`config.mk`:
```
export PLATFORM = sky130hd
export DESIGN_NAME = vcin_unit
export DESIGN_NICKNAME = d
export VERILOG_FILES = /design/src/rtl/vcin_pkg.sv /design/src/rtl/vcin_route.sv /design/src/rtl/vcin_lane.sv /design/src/rtl/vcin_credit.sv /design/src/rtl/vcin_unit.sv
export SDC_FILE = /design/constraint.sdc
export NUM_CORES = 1
export LEC_CHECK = 0
export ABC_AREA = 1
export BUFFER_PORTS_ARGS = -buffer_cell sky130_fd_sc_hd__buf_2
export CAP_MARGIN = 20
export CORE_MARGIN = 4
export CORE_UTILIZATION = 45
export CTS_CLUSTER_SIZE = 10
export DETAILED_ROUTE_END_ITERATION = 10
export GPL_TIMING_DRIVEN = 0
export SLEW_MARGIN = 20
export SYNTH_ARGS = -nofsm -noshare
export SYNTH_HDL_FRONTEND = slang
export SYNTH_SLANG_ARGS = --single-unit
```
`constraint.sdc`:
```
create_clock -name clk -period 5.75 [get_ports clk]
set_input_delay 0.8625 -clock clk [delete_from_list [all_inputs] [get_ports clk]]
set_output_delay 0.8625 -clock clk [all_outputs]
set_load 0.05 [all_outputs]
```
`src/rtl/vcin_pkg.sv`:
```
// Shared types and helpers for the VC input port.
// Assumes the kind code layout: bit 0 = starts packet, bit 1 = ends packet.
package vcin_pkg;

    typedef enum logic [1:0] {
        KIND_BODY   = 2'b00,
        KIND_HEAD   = 2'b01,
        KIND_TAIL   = 2'b10,
        KIND_SINGLE = 2'b11
    } flit_kind_e;

    typedef enum logic {
        VC_IDLE   = 1'b0,
        VC_ACTIVE = 1'b1
    } vc_state_e;

    // True when the flit kind opens a new packet.
    function automatic logic opens_pkt(input logic [1:0] kind);
        return kind[0];
    endfunction

    // True when the flit kind closes its packet.
    function automatic logic closes_pkt(input logic [1:0] kind);
        return kind[1];
    endfunction

endpackage

```
`src/rtl/vcin_route.sv`:
```
// Routing function: maps a destination field to an output port index.
// Purely combinational; assumes NUM_OUT >= 2.
module vcin_route #(
    parameter int DEST_W  = 4,
    parameter int NUM_OUT = 5,
    parameter int OUT_W   = 3
) (
    input  logic [DEST_W-1:0] dest,
    output logic [OUT_W-1:0]  port
);

    // Destination modulo the number of output ports.
    always_comb begin
        port = OUT_W'(32'(dest) % 32'(NUM_OUT));
    end

endmodule

```
`src/rtl/vcin_lane.sv`:
```
// One virtual channel: FIFO, per-entry hold countdown, packet state and
// latched output port. Assumes at most one write and one pop per cycle.
// Illegal or overflowing writes are refused and reported via rejected.
module vcin_lane
    import vcin_pkg::*;
#(
    parameter int DATA_W = 16,
    parameter int DEPTH  = 4,
    parameter int OUT_W  = 3,
    parameter int HOLD   = 1
) (
    input  logic              clk,
    input  logic              rst_n,
    input  logic              wr_req,
    input  logic [1:0]        wr_kind,
    input  logic [DATA_W-1:0] wr_data,
    input  logic [OUT_W-1:0]  route_port,
    input  logic              pop_req,
    output logic              accepted,
    output logic              rejected,
    output logic              ready,
    output logic [DATA_W-1:0] front_data,
    output logic [1:0]        front_kind,
    output logic [OUT_W-1:0]  held_port,
    output logic              is_active
);

    localparam int PTR_W  = (DEPTH > 1) ? $clog2(DEPTH) : 1;
    localparam int CNT_W  = $clog2(DEPTH + 1);
    localparam int HOLD_W = (HOLD > 0) ? $clog2(HOLD + 1) : 1;
    localparam logic [PTR_W-1:0]  LAST_PTR = PTR_W'(DEPTH - 1);
    localparam logic [CNT_W-1:0]  FULL_CNT = CNT_W'(DEPTH);
    localparam logic [HOLD_W-1:0] HOLD_V   = HOLD_W'(HOLD);

    logic [DATA_W-1:0] data_q [DEPTH];
    logic [1:0]        kind_q [DEPTH];
    logic [HOLD_W-1:0] wait_q [DEPTH];
    logic [PTR_W-1:0]  rd_ptr;
    logic [PTR_W-1:0]  wr_ptr;
    logic [CNT_W-1:0]  count;
    vc_state_e         state_q;
    logic [OUT_W-1:0]  port_q;
    logic              legal;
    logic              popping;

    function automatic logic [PTR_W-1:0] bump(input logic [PTR_W-1:0] p);
        return (p == LAST_PTR) ? '0 : p + 1'b1;
    endfunction

    // Packet-state check for the arriving flit.
    always_comb begin
        legal = opens_pkt(wr_kind) ? (state_q == VC_IDLE) : (state_q == VC_ACTIVE);
    end

    assign accepted   = wr_req && legal && (count != FULL_CNT);
    assign rejected   = wr_req && !accepted;
    assign front_data = data_q[rd_ptr];
    assign front_kind = kind_q[rd_ptr];
    assign ready      = (count != '0) && (wait_q[rd_ptr] == '0);
    assign popping    = pop_req && ready;
    assign held_port  = port_q;
    assign is_active  = (state_q == VC_ACTIVE);

    // FIFO pointers and occupancy.
    always_ff @(posedge clk) begin
        if (!rst_n) begin
            rd_ptr <= '0;
            wr_ptr <= '0;
            count  <= '0;
        end else begin
            if (accepted) wr_ptr <= bump(wr_ptr);
            if (popping)  rd_ptr <= bump(rd_ptr);
            case ({accepted, popping})
                2'b10:   count <= count + 1'b1;
                2'b01:   count <= count - 1'b1;
                default: count <= count;
            endcase
        end
    end

    // FIFO storage; contents are don't-care while unoccupied.
    always_ff @(posedge clk) begin
        if (accepted) begin
            data_q[wr_ptr] <= wr_data;
            kind_q[wr_ptr] <= wr_kind;
        end
    end

    // Per-entry countdown that delays eligibility for switch allocation.
    for (genvar i = 0; i < DEPTH; i++) begin : g_hold
        always_ff @(posedge clk) begin
            if (!rst_n) begin
                wait_q[i] <= '0;
            end else if (accepted && (wr_ptr == PTR_W'(i))) begin
                wait_q[i] <= HOLD_V;
            end else if (wait_q[i] != '0) begin
                wait_q[i] <= wait_q[i] - 1'b1;
            end
        end
    end

    // Packet state and latched output port.
    always_ff @(posedge clk) begin
        if (!rst_n) begin
            state_q <= VC_IDLE;
            port_q  <= '0;
        end else if (accepted && opens_pkt(wr_kind)) begin
            state_q <= VC_ACTIVE;
            port_q  <= route_port;
        end else if (popping && closes_pkt(kind_q[rd_ptr])) begin
            state_q <= VC_IDLE;
            port_q  <= '0;
        end
    end

endmodule

```
`src/rtl/vcin_credit.sv`:
```
// Registers the upstream credit for the VC that won the switch this cycle.
// Assumes at most one bit of win is set.
module vcin_credit #(
    parameter int NUM_VC = 4,
    parameter int VC_W   = 2
) (
    input  logic              clk,
    input  logic              rst_n,
    input  logic [NUM_VC-1:0] win,
    input  logic [NUM_VC-1:0] win_closes,
    output logic              credit_valid,
    output logic [VC_W-1:0]   credit_vc,
    output logic              credit_free
);

    logic [VC_W-1:0] idx;
    logic            frees;

    // Encode the winning VC and its free flag.
    always_comb begin
        idx   = '0;
        frees = 1'b0;
        for (int v = 0; v < NUM_VC; v++) begin
            if (win[v]) begin
                idx   = VC_W'(v);
                frees = win_closes[v];
            end
        end
    end

    // Credit leaves on the edge after the grant.
    always_ff @(posedge clk) begin
        if (!rst_n) begin
            credit_valid <= 1'b0;
            credit_vc    <= '0;
            credit_free  <= 1'b0;
        end else begin
            credit_valid <= |win;
            credit_vc    <= idx;
            credit_free  <= frees && (|win);
        end
    end

endmodule

```
`src/rtl/vcin_unit.sv`:
```
// Router input port: per-VC buffering, head-flit routing, hold delay,
// credit return and per-virtual-network write/read counters.
// Assumes in_vc < NUM_VC, sa_grant one-hot-or-zero, NUM_VC divisible by
// VC_PER_VNET, PIPE_STAGES >= 1.
module vcin_unit
    import vcin_pkg::*;
#(
    parameter int NUM_VC      = 4,
    parameter int VC_PER_VNET = 2,
    parameter int BUF_DEPTH   = 4,
    parameter int PIPE_STAGES = 2,
    parameter int DATA_W      = 16,
    parameter int DEST_W      = 4,
    parameter int NUM_OUT     = 5,
    parameter int CNT_W       = 16,
    localparam int VC_W       = (NUM_VC > 1) ? $clog2(NUM_VC) : 1,
    localparam int OUT_W      = $clog2(NUM_OUT),
    localparam int NUM_VNET   = NUM_VC / VC_PER_VNET
) (
    input  logic                       clk,
    input  logic                       rst_n,
    input  logic                       in_valid,
    input  logic [VC_W-1:0]            in_vc,
    input  logic [1:0]                 in_kind,
    input  logic [DATA_W-1:0]          in_data,
    input  logic                       stats_clr,
    input  logic [NUM_VC-1:0]          sa_grant,
    output logic [NUM_VC-1:0]          sa_ready,
    output logic [2*NUM_VC-1:0]        sa_kind,
    output logic [DATA_W*NUM_VC-1:0]   sa_data,
    output logic [OUT_W*NUM_VC-1:0]    sa_port,
    output logic                       credit_valid,
    output logic [VC_W-1:0]            credit_vc,
    output logic                       credit_free,
    output logic                       proto_err,
    output logic [NUM_VNET*CNT_W-1:0]  vnet_wr_cnt,
    output logic [NUM_VNET*CNT_W-1:0]  vnet_rd_cnt
);

    localparam int HOLD = PIPE_STAGES - 1;

    logic [OUT_W-1:0]  route_port;
    logic [NUM_VC-1:0] lane_acc;
    logic [NUM_VC-1:0] lane_rej;
    logic [NUM_VC-1:0] lane_active;
    logic [NUM_VC-1:0] win;
    logic [NUM_VC-1:0] win_closes;

    vcin_route #(
        .DEST_W (DEST_W),
        .NUM_OUT(NUM_OUT),
        .OUT_W  (OUT_W)
    ) u_route (
        .dest(in_data[DEST_W-1:0]),
        .port(route_port)
    );

    for (genvar v = 0; v < NUM_VC; v++) begin : g_lane
        logic [1:0] kind_v;

        vcin_lane #(
            .DATA_W(DATA_W),
            .DEPTH (BUF_DEPTH),
            .OUT_W (OUT_W),
            .HOLD  (HOLD)
        ) u_lane (
            .clk       (clk),
            .rst_n     (rst_n),
            .wr_req    (in_valid && (in_vc == VC_W'(v))),
            .wr_kind   (in_kind),
            .wr_data   (in_data),
            .route_port(route_port),
            .pop_req   (sa_grant[v]),
            .accepted  (lane_acc[v]),
            .rejected  (lane_rej[v]),
            .ready     (sa_ready[v]),
            .front_data(sa_data[v*DATA_W +: DATA_W]),
            .front_kind(kind_v),
            .held_port (sa_port[v*OUT_W +: OUT_W]),
            .is_active (lane_active[v])
        );

        assign sa_kind[2*v +: 2] = kind_v;
        assign win[v]            = sa_grant[v] && sa_ready[v];
        assign win_closes[v]     = closes_pkt(kind_v);
    end

    vcin_credit #(
        .NUM_VC(NUM_VC),
        .VC_W  (VC_W)
    ) u_credit (
        .clk         (clk),
        .rst_n       (rst_n),
        .win         (win),
        .win_closes  (win_closes),
        .credit_valid(credit_valid),
        .credit_vc   (credit_vc),
        .credit_free (credit_free)
    );

    // Registered report of a refused flit.
    always_ff @(posedge clk) begin
        if (!rst_n) proto_err <= 1'b0;
        else        proto_err <= |lane_rej;
    end

    for (genvar n = 0; n < NUM_VNET; n++) begin : g_vnet
        logic             hit;
        logic [CNT_W-1:0] wr_q;
        logic [CNT_W-1:0] rd_q;

        assign hit = |lane_acc[n*VC_PER_VNET +: VC_PER_VNET];

        // Write and read tallies advance together; clear wins.
        always_ff @(posedge clk) begin
            if (!rst_n || stats_clr) begin
                wr_q <= '0;
                rd_q <= '0;
            end else if (hit) begin
                wr_q <= wr_q + 1'b1;
                rd_q <= rd_q + 1'b1;
            end
        end

        assign vnet_wr_cnt[n*CNT_W +: CNT_W] = wr_q;
        assign vnet_rd_cnt[n*CNT_W +: CNT_W] = rd_q;
    end

endmodule

```
==> summary.txt <==
Place
  – Placed Instances: 2415
  – # port buffers: 184
  – DP Wirelength: 30.8 mm
  – GPL Wtd Cong: 0.910
  – Post-DP Area: 19400 µm²
  – Post-place setup slack: 2360 ps

Power
  – Leak Pwr: 0.00765 µW
  – Power density cells: 318 nW/µm²
  – Pwr Total: 6610 µW
  – IR Drop Worst-Case VDD: 0.179 mV

Worst setup path
  – Slowest cell on crit path: clkbuf_1
  – Max Fanout on Critical Path: 10
  – Crit path DAT: 2600 ps
  – Startpoint Class: register
  – Max incr delay on CP: 440 ps
  – WS Path Type: register to primary output
  – CP Cell Sequence: clkbuf_1, clkbuf_1, o21ai_0, o22ai_1, buf_2
  – Cell repeated most along the worst path: clkbuf_1
  – CP endpoint kind: primary output
  – Worst R2R Setup Slack: 3190 ps
  – Critical Path RT: 4890 ps

Global routing
  – Global-route wire length before repair: 70.4 mm
  – Initial antenna violation count: 5
  – Largest net degree at the start of global routing: 23
  – GRT Total Usage: 21.2%
  – Vias in the first global route: 12.6k
  – Gr ovfl total: 0

Floorplan
  – Die footprint: 42600 µm²
  – Placeable Area: 38700 µm²
  – Ports: 185
  – Site Rows: 72
  – Initial Utilization: 45.7%
  – Die X: 206 µm
  – Die Height: 206 µm

Clocking
  – CTS resizes: 0
  – Clock Tree Buf Depth: 3
  – Cts hold-fix bufs: 0
  – Clock Sink Count: 425
  – Clk_lat worst skew: 590 ps
  – CTS tree: done
  – Clk pin slew, worst setup/hold paths: 60 ps
  – TritonCTS buffer count: 49
  – Clk root buf: clkbuf_16
  – Clock H-tree levels: 2
  – Post-CTS Setup Bufs: 0

Synthesis
  – Syn Std Cell Area: 17700 µm²
  – Syn_area_per_cell: 10.4 µm²
  – Flops & latches, synth: 425
  – Synth unique cells: 32
  – Sequential cell area fraction in the yosys report: 65.0%
  – Syn Inst Count: 1706
  – Warnings from Yosys: 0
  – Mapped Nets: 1771

Timing
  – Slew Limit Fails: 0
  – Worst slew pin tran: 854 ps
  – Final setup vio count: 0
  – RSZ-0062 raised after global routing: false
  – Fmax: 289 MHz
  – Clock Skew: 26.1 ps
  – Slew headroom: 43.0%
  – Final Hold Viols: 0
  – Tmin final: 3460 ps
  – Final worst slack: 2290 ps
  – Setup TNS: 0 ps
  – Period utilization: 60.1%

Final layout
  – Layout Cells excl Fill: 2484
  – Share of post-route cells with drive strength above 1: 15.3%
  – Nets: 2013
  – Area growth, synth to finish: 17.4%
  – Fin area: 20800 µm²

Detailed routing
  – DRC viols: 0
  – Routed Antenna Nets: 0
  – Vias per cell: 5.27
  – Via count: 13.1k
  – DRT iter0 DRCs: 833
  – Routed len/inst: 18.2 µm
  – Pre-antenna DRT Iters: 5
  – DRT Wirelength: 45.2 mm

Worst hold path
  – Worst hold path class: register to register

Job
  – Max cap viols: 0

Status
  – Outcome: finished clean
[cell usage after synthesis, drive strengths merged]
master,instances,area (µm²)
a21boi,1,7.51
or2,2,12.5
xor2,15,131
a31oi,1,6.26
and2,2,12.5
xnor2,23,201
o22ai,68,425
nor3,29,160
buf,28,160
nand3,83,420
clkbuf,49,184
edfxtp,300,9010
nand4,8,50.1
o211a,4,40.0
or3,4,25.0
ha,33,413
o211ai,1,7.51
dfxtp,125,2500
fa,4,80.1
a21oi,110,551
inv,125,469
o21ai,179,896
nand2,257,970
a22oi,2,15.0
nor2,253,952
[worst max-delay path, delay by kind of cell, from the launching register on]
kind	cells	cell delay [ps]
buf+inv	3	1180
flops	1	360
compound gates	2	490
[final timing paths]
path / cells after the start / start / to
max: 5 / register / sa_data[29]
min: 2 / g_lane[2].u_lane.held_port[1] / g_lane[2].u_lane.held_port[1]
max reg2reg: 12 / register / g_lane[2].u_lane.count[2]
min reg2reg: 2 / g_lane[2].u_lane.held_port[1] / g_lane[2].u_lane.held_port[1]
[stage by stage]
stage / hold WS, ps / util [%]
2_1_floorplan: 453 / -
6_report: 470 / 53.6
3_5_place_dp: 458 / 50.1
5_1_grt: 481 / 53.6
3_3_place_gp: 450 / 49.7
4_1_cts: 471 / 53.6
[cells in the final DEF, fill, tap and decap left out, types with 2 or more instances in the layout]
master,synthesis,layout
buf_6,0,2
nand2_2,2,2
diode_2,0,3
xnor2_1,23,23
o21ai_0,177,177
clkbuf_1,49,58
nand3_1,82,82
nor2_1,252,244
nor3_2,3,3
or2_2,2,2
a22oi_1,2,2
inv_2,7,7
o211a_1,4,4
nor3_1,26,26
clkbuf_16,0,50
xor2_1,15,15
buf_2,20,204
or3_1,4,4
nor2_2,1,8
o21ai_1,2,2
inv_1,118,118
nand4_1,8,8
dfxtp_1,125,125
fa_1,4,4
a21oi_1,110,110
o22ai_1,68,68
ha_1,33,33
clkbuf_8,0,4
buf_8,0,5
and2_1,2,2
buf_4,8,8
edfxtp_1,300,300
nand2_1,255,255
[sequential cells by signal, indices dropped and copies added, names as in the netlist, named ones only]
register and cells:
g_vnet.rd_q 32, proto_err 1, u_credit.credit_vc 2, g_lane.u_lane.kind_q 32, g_lane.u_lane.wr_ptr 8, u_credit.credit_free 1, g_lane.u_lane.is_active 4, g_lane.u_lane.held_port 12
g_lane.u_lane.data_q 256, g_lane.u_lane.count 12, g_lane.u_lane.rd_ptr 8, u_credit.credit_valid 1, g_vnet.wr_q 32, g_lane.u_lane.wait_q 16
[cells by family after synthesis]
kind of cell	count (synthesis)	share of synthesized area, %
xor+xnor	38	1.88
compound gates	366	11.0
buf+inv	202	4.59
fa+ha+maj	37	2.79
simple gates	638	14.7
flops	425	65.0
[area by class of cell]
type | instances | area, µm²
flip-flops and latches | 425 | 11500
multi-input cells | 1079 | 5400
plain buffers | 77 | 344
clock buffers | 63 | 1340
diodes | 3 | 7.51
repair buffers | 191 | 1020
inverters | 125 | 469
well taps | 518 | 648
clock inverters | 3 | 41.3
fillers | 3498 | 18000
[report_power, final]
group	internal, µW	total [µW]	leakage (µW)	switching [µW]
registers	3310	3330	0.00373	16.1
logic	109	508	0.00324	399
clock network	1610	2780	0.000676	1170
total	5030	6610	0.00765	1580
[per-layer routing]
layer | track usage [%] | wire, µm
met1 | 28.9 | 20000
met2 | 34.1 | 21200
met3 | 5.10 | 3110
met4 | 5.54 | 875
met5 | 0 | 46
Note: power is estimated with default switching activity, not from simulation.
